## src/rtl/wdk_pkg.sv

```systemverilog
package wdk_pkg;
  localparam int DATA_W = 32;

  localparam logic [7:0] OFS_CTRL  = 8'h00;
  localparam logic [7:0] OFS_COUNT = 8'h04;
  localparam logic [7:0] OFS_LIMIT = 8'h08;

  // control word bit positions, decoded by software
  localparam int B_FLAG  = 14;
  localparam int B_CMD32 = 13;
  localparam int B_PRESC = 12;
  localparam int B_ULK   = 11;
  localparam int B_DONE  = 10;
  localparam int B_CLKHI = 9;
  localparam int B_CLKLO = 8;
  localparam int B_EN    = 7;
  localparam int B_IEN   = 6;
  localparam int B_UPD   = 5;
  localparam int B_WAIT  = 1;
  localparam int B_STOP  = 0;

  localparam logic [31:0] KEY_OPEN32 = 32'hD928_C520;
  localparam logic [31:0] KEY_FEED32 = 32'hB480_A602;
  localparam logic [15:0] OPEN_LO    = 16'hC520;
  localparam logic [15:0] OPEN_HI    = 16'hD928;
  localparam logic [15:0] FEED_LO    = 16'hA602;
  localparam logic [15:0] FEED_HI    = 16'hB480;

  typedef enum logic [1:0] {
    KS_IDLE = 2'd0,
    KS_OPEN = 2'd1,
    KS_FEED = 2'd2
  } key_st_t;
endpackage

```

## src/rtl/wdk_keys.sv

```systemverilog
module wdk_keys
  import wdk_pkg::*;
#(
  parameter int WINDOW = 255
) (
  input  logic              clk,
  input  logic              rst,
  input  logic              key_wr,
  input  logic [DATA_W-1:0] key_data,
  input  logic              mode32,
  input  logic              allow,
  input  logic              close,
  output logic              unlock_o,
  output logic              refresh_o,
  output logic              ulk_o
);
  localparam int WIN_W = $clog2(WINDOW + 1);

  key_st_t           st_q, st_d;
  logic [WIN_W-1:0]  win_q;
  logic              open_hit, feed_hit;
  logic [15:0]       lo;

  assign lo = key_data[15:0];

  always_comb begin
    st_d     = st_q;
    open_hit = 1'b0;
    feed_hit = 1'b0;
    if (key_wr) begin
      st_d = KS_IDLE;
      if (mode32) begin
        open_hit = (key_data == KEY_OPEN32);
        feed_hit = (key_data == KEY_FEED32);
      end else if (st_q == KS_OPEN && lo == OPEN_HI) begin
        open_hit = 1'b1;
      end else if (st_q == KS_FEED && lo == FEED_HI) begin
        feed_hit = 1'b1;
      end else if (lo == OPEN_LO) begin
        st_d = KS_OPEN;
      end else if (lo == FEED_LO) begin
        st_d = KS_FEED;
      end
    end
  end

  assign unlock_o  = open_hit & allow;
  assign refresh_o = feed_hit;

  always_ff @(posedge clk) begin
    if (rst) begin
      st_q  <= KS_IDLE;
      ulk_o <= 1'b0;
      win_q <= '0;
    end else begin
      st_q <= st_d;
      if (unlock_o) begin
        ulk_o <= 1'b1;
        win_q <= WIN_W'(WINDOW - 1);
      end else if (close) begin
        ulk_o <= 1'b0;
      end else if (ulk_o) begin
        if (win_q == '0) ulk_o <= 1'b0;
        else             win_q <= win_q - 1'b1;
      end
    end
  end

  // the window only opens after a write to the key address
  p_open_needs_key_r2: assert property (@(posedge clk) disable iff (rst)
    (ulk_o && !$past(ulk_o)) |-> $past(key_wr));

  // an open window with no time left and no new key closes
  p_window_ends_r4: assert property (@(posedge clk) disable iff (rst)
    (ulk_o && win_q == '0 && !key_wr) |=> !ulk_o);
endmodule

```

## src/rtl/wdk_counter.sv

```systemverilog
module wdk_counter #(
  parameter int CNT_W   = 32,
  parameter int PRE_DIV = 256,
  parameter int DELAY   = 16
) (
  input  logic             clk,
  input  logic             rst,
  input  logic             tick,
  input  logic             en,
  input  logic             presc,
  input  logic             ien,
  input  logic [CNT_W-1:0] limit,
  input  logic             restart,
  input  logic             flag_clr,
  output logic [CNT_W-1:0] count_o,
  output logic             flag_o,
  output logic             irq_o,
  output logic             wrst_o
);
  localparam int PRE_W = $clog2(PRE_DIV);
  localparam int DLY_W = $clog2(DELAY + 1);

  logic [PRE_W-1:0] pre_q;
  logic [DLY_W-1:0] dly_q;
  logic             pend_q;
  logic             run, step, hit, pre_wrap;

  assign run      = en & ~flag_o;
  assign pre_wrap = (pre_q == PRE_W'(PRE_DIV - 1));
  assign step     = tick & (~presc | pre_wrap);
  assign hit      = run & (count_o == limit);

  always_ff @(posedge clk) begin
    if (rst || restart) begin
      count_o <= '0;
      pre_q   <= '0;
    end else if (run && tick) begin
      if (presc) pre_q <= pre_wrap ? '0 : pre_q + 1'b1;
      if (step && count_o != limit) count_o <= count_o + 1'b1;
    end
  end

  always_ff @(posedge clk) begin
    if (rst) begin
      flag_o <= 1'b0;
      irq_o  <= 1'b0;
      pend_q <= 1'b0;
      dly_q  <= '0;
      wrst_o <= 1'b0;
    end else begin
      if (hit) begin
        flag_o <= 1'b1;
        if (ien) irq_o <= 1'b1;
      end else if (flag_clr) begin
        flag_o <= 1'b0;
        irq_o  <= 1'b0;
      end
      if (hit && ien && !pend_q) begin
        pend_q <= 1'b1;
        dly_q  <= '0;
      end else if (pend_q && !wrst_o) begin
        if (dly_q == DLY_W'(DELAY - 1)) wrst_o <= 1'b1;
        else                            dly_q  <= dly_q + 1'b1;
      end
      if (hit && !ien) wrst_o <= 1'b1;
    end
  end

  // the reset request never drops before block reset
  p_rst_sticky_r10: assert property (@(posedge clk) disable iff (rst)
    wrst_o |=> wrst_o);

  // the interrupt is only ever shown alongside the flag
  p_irq_with_flag_r11: assert property (@(posedge clk) disable iff (rst)
    irq_o |-> flag_o);

  // the count stays at or below the limit
  p_count_le_limit_r12: assert property (@(posedge clk) disable iff (rst)
    count_o <= limit);
endmodule

```

## src/rtl/keyed_wdog.sv

```systemverilog
module keyed_wdog
  import wdk_pkg::*;
#(
  parameter int          ADDR_W    = 4,
  parameter int          CNT_W     = 32,
  parameter int          WINDOW    = 255,
  parameter int          PRE_DIV   = 256,
  parameter int          DELAY     = 16,
  parameter logic [31:0] LIMIT_RST = 32'd1000
) (
  input  logic              clk,
  input  logic              rst,
  input  logic              wr_en,
  input  logic [ADDR_W-1:0] wr_addr,
  input  logic [31:0]       wr_data,
  input  logic [ADDR_W-1:0] rd_addr,
  output logic [31:0]       rd_data,
  input  logic              tick_i,
  output logic              wdog_rst_o,
  output logic              irq_o
);
  logic             cmd32_q, presc_q, en_q, ien_q, upd_q, wait_q, stop_q;
  logic [1:0]       csel_q;
  logic             done_q, cfg_seen_q;
  logic [CNT_W-1:0] limit_q, count;
  logic             ulk, unlock, refresh, flag;
  logic             wr_ctrl, wr_cnt, wr_lim, acc_ctrl, acc_lim;

  assign wr_ctrl  = wr_en && (wr_addr == ADDR_W'(OFS_CTRL));
  assign wr_cnt   = wr_en && (wr_addr == ADDR_W'(OFS_COUNT));
  assign wr_lim   = wr_en && (wr_addr == ADDR_W'(OFS_LIMIT));
  assign acc_ctrl = wr_ctrl & ulk;
  assign acc_lim  = wr_lim & ulk;

  wdk_keys #(.WINDOW(WINDOW)) u_keys (
    .clk      (clk),
    .rst      (rst),
    .key_wr   (wr_cnt),
    .key_data (wr_data),
    .mode32   (cmd32_q),
    .allow    (~cfg_seen_q | upd_q),
    .close    (acc_ctrl),
    .unlock_o (unlock),
    .refresh_o(refresh),
    .ulk_o    (ulk)
  );

  wdk_counter #(.CNT_W(CNT_W), .PRE_DIV(PRE_DIV), .DELAY(DELAY)) u_cnt (
    .clk     (clk),
    .rst     (rst),
    .tick    (tick_i),
    .en      (en_q),
    .presc   (presc_q),
    .ien     (ien_q),
    .limit   (limit_q),
    .restart (refresh | acc_ctrl | acc_lim),
    .flag_clr(wr_ctrl & wr_data[B_FLAG]),
    .count_o (count),
    .flag_o  (flag),
    .irq_o   (irq_o),
    .wrst_o  (wdog_rst_o)
  );

  always_ff @(posedge clk) begin
    if (rst) begin
      cmd32_q    <= 1'b1;
      presc_q    <= 1'b0;
      csel_q     <= 2'b00;
      en_q       <= 1'b0;
      ien_q      <= 1'b0;
      upd_q      <= 1'b1;
      wait_q     <= 1'b0;
      stop_q     <= 1'b0;
      done_q     <= 1'b1;
      cfg_seen_q <= 1'b0;
      limit_q    <= LIMIT_RST[CNT_W-1:0];
    end else begin
      if (acc_ctrl) begin
        cmd32_q    <= wr_data[B_CMD32];
        presc_q    <= wr_data[B_PRESC];
        csel_q     <= wr_data[B_CLKHI:B_CLKLO];
        en_q       <= wr_data[B_EN];
        ien_q      <= wr_data[B_IEN];
        upd_q      <= wr_data[B_UPD];
        wait_q     <= wr_data[B_WAIT];
        stop_q     <= wr_data[B_STOP];
        cfg_seen_q <= 1'b1;
      end
      if (acc_lim) limit_q <= wr_data[CNT_W-1:0];
      if (unlock)                   done_q <= 1'b0;
      else if (acc_ctrl || acc_lim) done_q <= 1'b1;
    end
  end

  always_ff @(posedge clk) begin
    if (rst) begin
      rd_data <= '0;
    end else begin
      rd_data <= '0;
      if (rd_addr == ADDR_W'(OFS_CTRL)) begin
        rd_data[B_FLAG]          <= flag;
        rd_data[B_CMD32]         <= cmd32_q;
        rd_data[B_PRESC]         <= presc_q;
        rd_data[B_ULK]           <= ulk;
        rd_data[B_DONE]          <= done_q;
        rd_data[B_CLKHI:B_CLKLO] <= csel_q;
        rd_data[B_EN]            <= en_q;
        rd_data[B_IEN]           <= ien_q;
        rd_data[B_UPD]           <= upd_q;
        rd_data[B_WAIT]          <= wait_q;
        rd_data[B_STOP]          <= stop_q;
      end else if (rd_addr == ADDR_W'(OFS_COUNT)) begin
        rd_data[CNT_W-1:0] <= count;
      end else if (rd_addr == ADDR_W'(OFS_LIMIT)) begin
        rd_data[CNT_W-1:0] <= limit_q;
      end
    end
  end

  // the limit only changes if the window was open
  p_limit_locked_r4: assert property (@(posedge clk) disable iff (rst)
    (limit_q != $past(limit_q)) |-> $past(ulk));

  // an accepted control write leaves the window closed
  p_ctrl_closes_r5: assert property (@(posedge clk) disable iff (rst)
    acc_ctrl |=> !ulk);
endmodule

```

## config.mk

```make
export PLATFORM = sky130hd
export DESIGN_NAME = keyed_wdog
export DESIGN_NICKNAME = d
export VERILOG_FILES = /design/src/rtl/wdk_pkg.sv /design/src/rtl/wdk_keys.sv /design/src/rtl/wdk_counter.sv /design/src/rtl/keyed_wdog.sv
export SDC_FILE = /design/constraint.sdc
export NUM_CORES = 1
export LEC_CHECK = 0
export ABC_AREA = 1
export BUFFER_PORTS_ARGS = -buffer_cell sky130_fd_sc_hd__buf_2
export CORE_MARGIN = 2
export CORE_UTILIZATION = 59
export DETAILED_ROUTE_END_ITERATION = 8
export PLACE_DENSITY = 0.86
export SYNTH_ARGS = -nofsm -noshare
export SYNTH_HDL_FRONTEND = slang
export SYNTH_SLANG_ARGS = --single-unit
```

## constraint.sdc

```tcl
create_clock -name clk -period 2.2 [get_ports clk]
set_input_delay 0.44 -clock clk [delete_from_list [all_inputs] [get_ports clk]]
set_output_delay 0.44 -clock clk [all_outputs]
set_load 0.02 [all_outputs]
```

==> impl_summary.log <==
INFO  metric synth-seq-area-share = 37.25%
INFO  metric area_growth = 17.51%
INFO  metric netlist_instances = 1152
INFO  metric antenna_cells_inserted = 0
INFO  metric fp.coreArea = 12010 um^2
INFO  metric synth_top_family_by_area = simple AND/OR/NAND/NOR gates
INFO  metric final_layout_size_suffix_gt1_share = 13.05%
INFO  metric ctsResizeCount = 0
INFO  metric synth-simple-area-share = 33.46%
INFO  metric clock_power_share = 53.2%
INFO  metric post_synth_mux_area_share = 0.1552%
INFO  metric r2r-start = u_cnt.count_o[13]
INFO  metric worst_setup_path_startpoint = u_cnt.count_o[13]
INFO  metric headroom_to_the_max_slew_limit = 51.90%
INFO  metric setup_tns = 0 ns
INFO  metric synth_compound_area_share = 13.69%
INFO  metric run_status = finished, final reports clean
INFO  metric die_area = 13200 um^2
INFO  metric first_global_vias = 7217
INFO  metric clock-sinks = 135
INFO  metric drcViolationCount = 0
INFO  metric dp_hpwl = 16000 um
INFO  metric port-buffer-count = 77
INFO  metric netlist-cell-type-count = 32
INFO  metric htreeDepth = 4
INFO  metric wirelength = 22080 um
INFO  metric post_synth_instance_area = 7254 um^2
INFO  metric hp-start = wr_data[27]
INFO  metric cts_setup_buffers = 0
INFO  metric cts_max_path_buffers = 2
INFO  metric wl_per_cell = 15.82 um
INFO  metric post_synth_fa_ha_maj_area_fraction = 1.035%
INFO  metric worst_setup_path_end_kind = register
INFO  metric slew_violations = 0
INFO  metric finalCritPeriodShare = 87.81%
INFO  metric worst-setup-path-type = register to register
INFO  metric fin_skew = 0.006820 ns
INFO  metric ys_ff_latch = 135
INFO  metric clock.fmax = 0.5177 GHz
INFO  metric drv.max_cap_violation_count = 0
INFO  metric clk_root_buffer_cell = sky130_fd_sc_hd__clkbuf_16
INFO  metric p_switching = 0.001263 W
INFO  metric firstDrtPassIters = 6
INFO  metric power.internal = 0.004386 W
INFO  metric synth_xor_xnor_area_share = 3.501%
INFO  metric setup_viol = 0
INFO  metric die_x = 114.9 um
INFO  metric fill_cells = 1017
INFO  metric netSwitchingFraction = 22.36%
INFO  metric worst_slew_pin_slew = 0.7208 ns
INFO  metric sequentialPowerShare = 43.3%
INFO  metric tritoncts = built
INFO  metric antenna_found_initial = 0
INFO  metric grt_max_degree = 41
INFO  metric finalNetCount = 1286
INFO  metric initial_core_util = 60.40%
INFO  metric placement_rows = 40
INFO  metric final-hold-violation-count = 0
INFO  metric clock_insertion_delay_worst_skew = 0.44 ns
INFO  metric ys.warnings.count = 0
INFO  metric synth_fp_nets = 1202
INFO  metric avgViaCountPerCell = 5.665
INFO  metric power.ir.vdd_worst = 0.4485 mV
INFO  metric gp_routability_congestion = 0.9902
INFO  metric die-height = 114.9 um
INFO  metric drt_iter0_markers = 1067
INFO  metric total_leakage_power = 3.720 nW
INFO  metric overflow = 0
INFO  metric cts-buffers-inserted = 17
INFO  metric combinational_share_of_power = 3.5%
INFO  metric ios = 78
INFO  metric critPathRequiredTime = 2.56 ns
INFO  metric track_usage = 34.13%
INFO  metric worstPathArrival = 2.29 ns
INFO  metric min_path_type = input port to register
INFO  metric rsz0062_at_grt = no
INFO  metric layout_min_cycle_time = 1.932 ns
INFO  metric worstSetupStartpointType = register
INFO  metric detail-route-antenna-nets = 0
INFO  metric critical_path.max_fanout = 15
INFO  metric holdBufCountCts = 0
INFO  metric pwr_density = 662.7 nW/um^2
INFO  metric total_power = 0.005649 W
INFO  metric post_synth.cell_area_avg = 6.297 um^2
INFO  metric cts_clock_pin_slew_for_the_worst_setup_and_hold_paths = 0.06 ns
INFO  metric routed-via-count = 7908
INFO  metric grt_first_pass_wirelength = 35320 um
==> cell families after synthesis <==
group	after synthesis
xor gates and xnor gates	29
buffers and inverters	205
adders and majority gates	6
AOI/OAI and AO/OA	188
muxes	1
DFF	135
and+or+nand+nor	588
==> sequential cells by signal, indices dropped and copies added (netlist names), 2 cells and up <==
name,cells
u_cnt.pre_q,8
limit_q,32
u_cnt.dly_q,5
u_cnt.count_o,32
u_keys.st_q,2
csel_q,2
rd_data,32
u_keys.win_q,8
==> power by group through the flow <==
stage / Sequential (W) / Clock [W] / Combinational (W)
after floorplan: 0.00251 / 0 / 0.0000854
after global placement: 0.00250 / 0 / 0.000187
after detailed placement: 0.00250 / 0 / 0.000186
after CTS: 0.00245 / 0.00300 / 0.000189
after global routing: 0.00245 / 0.00312 / 0.000210
final: 0.00245 / 0.00301 / 0.000196
==> through the flow <==
stage / hold slack (ns) / instances / area, um^2 / utilization [%] / setup slack (ns)
floorplan: 0.4300 / 1152 / 7254 / - / 0.4836
global placement: 0.4389 / 1364 / 7908 / 65.83 / 0.3414
detailed placement: 0.4525 / 1364 / 7908 / 65.83 / 0.3109
CTS: 0.2752 / 1396 / 8524 / 70.97 / 0.2861
global route: 0.2931 / 1396 / 8524 / 70.97 / 0.07977
finish: 0.2760 / 1396 / 8524 / 70.97 / 0.2682
==> cells in the mapped netlist (all sizes together) <==
cell type  number  share of area (%)
nand2         306                 16
inv           164                8.5
nor2          154                8.0
dfxtp         135                 37
a21oi          94                6.5
nand3          74                5.1
o21ai          60                4.1
o22ai          31                2.7
clkbuf         29                1.5
nor3           28                2.2
xor2           25                3.0
nand4          18                1.6
buf            12               0.91
ha              6                1.0
xnor2           4               0.48
nor4            3               0.26
a31o            2               0.24
nor3b           2               0.21
and2            1              0.086
mux2            1               0.16
nand3b          1               0.10
o21bai          1               0.10
or3             1              0.086
==> worst max-delay path, stage by stage, from the launching register on <==
cell,delay [ns]
sky130_fd_sc_hd__dfxtp_1,0.50
sky130_fd_sc_hd__inv_1,0.10
sky130_fd_sc_hd__nand2_1,0.07
sky130_fd_sc_hd__nand2_1,0.09
sky130_fd_sc_hd__inv_1,0.06
sky130_fd_sc_hd__nand2_1,0.07
sky130_fd_sc_hd__nor2_1,0.11
sky130_fd_sc_hd__nand2_1,0.08
sky130_fd_sc_hd__nor2_1,0.15
sky130_fd_sc_hd__nand2_2,0.10
sky130_fd_sc_hd__nand2_2,0.16
sky130_fd_sc_hd__buf_12,0.17
sky130_fd_sc_hd__nand2_1,0.06
sky130_fd_sc_hd__a21oi_1,0.14
==> worst paths after layout <==
kind / depth (start not counted) / slack, ns / end
worst max-delay path: 13 / 0.27 / u_cnt.count_o[14]
worst min-delay path: 3 / 0.28 / limit_q[27]
worst max register to register: 13 / 0.27 / u_cnt.count_o[14]
worst min register to register: 2 / 0.46 / csel_q[0]
==> layout by cell type (no fill, tap or decap), types with 2 or more instances in the layout <==
| cell type | count |
|---|---|
| sky130_fd_sc_hd__xnor2_1 | 4 |
| sky130_fd_sc_hd__a31o_2 | 2 |
| sky130_fd_sc_hd__nor2_1 | 153 |
| sky130_fd_sc_hd__buf_2 | 77 |
| sky130_fd_sc_hd__dfxtp_1 | 135 |
| sky130_fd_sc_hd__a21oi_1 | 93 |
| sky130_fd_sc_hd__clkbuf_16 | 17 |
| sky130_fd_sc_hd__nand3_1 | 74 |
| sky130_fd_sc_hd__o22ai_1 | 31 |
| sky130_fd_sc_hd__nand2_1 | 304 |
| sky130_fd_sc_hd__nor4_1 | 3 |
| sky130_fd_sc_hd__nand2_2 | 2 |
| sky130_fd_sc_hd__inv_1 | 147 |
| sky130_fd_sc_hd__buf_4 | 26 |
| sky130_fd_sc_hd__clkinvlp_4 | 4 |
| sky130_fd_sc_hd__buf_12 | 3 |
| sky130_fd_sc_hd__inv_2 | 17 |
| sky130_fd_sc_hd__xor2_1 | 25 |
| sky130_fd_sc_hd__nor3b_1 | 2 |
| sky130_fd_sc_hd__o21ai_0 | 59 |
| sky130_fd_sc_hd__nor3_1 | 26 |
| sky130_fd_sc_hd__clkbuf_1 | 2 |
| sky130_fd_sc_hd__nand4_1 | 18 |
| sky130_fd_sc_hd__clkbuf_8 | 3 |
| sky130_fd_sc_hd__ha_1 | 6 |
| sky130_fd_sc_hd__bufinv_16 | 3 |
| sky130_fd_sc_hd__inv_6 | 2 |
==> layout make-up <==
class                      count  area, um^2  area share (%)
inverter                     164       615.6           7.221
timing repair buffer         106       640.6           7.515
clock inverter                10       142.6           1.673
sequential                   135        2703           31.70
multi-input combinational    812        3765           44.17
tap                          147       183.9           2.158
clock buffer                  22       474.2           5.563
==> routing by layer <==
layer | share of wire [%] | vias up | GRT usage (%)
li1 | - | 3838 | -
met1 | 40 | 3535 | 42.35
met2 | 46 | 444 | 55.73
met3 | 8.5 | 91 | 6.958
met4 | 4.9 | 0 | 18.63
met5 | 0 | - | 0
No activity file was read; power rests on OpenSTA's default activity.
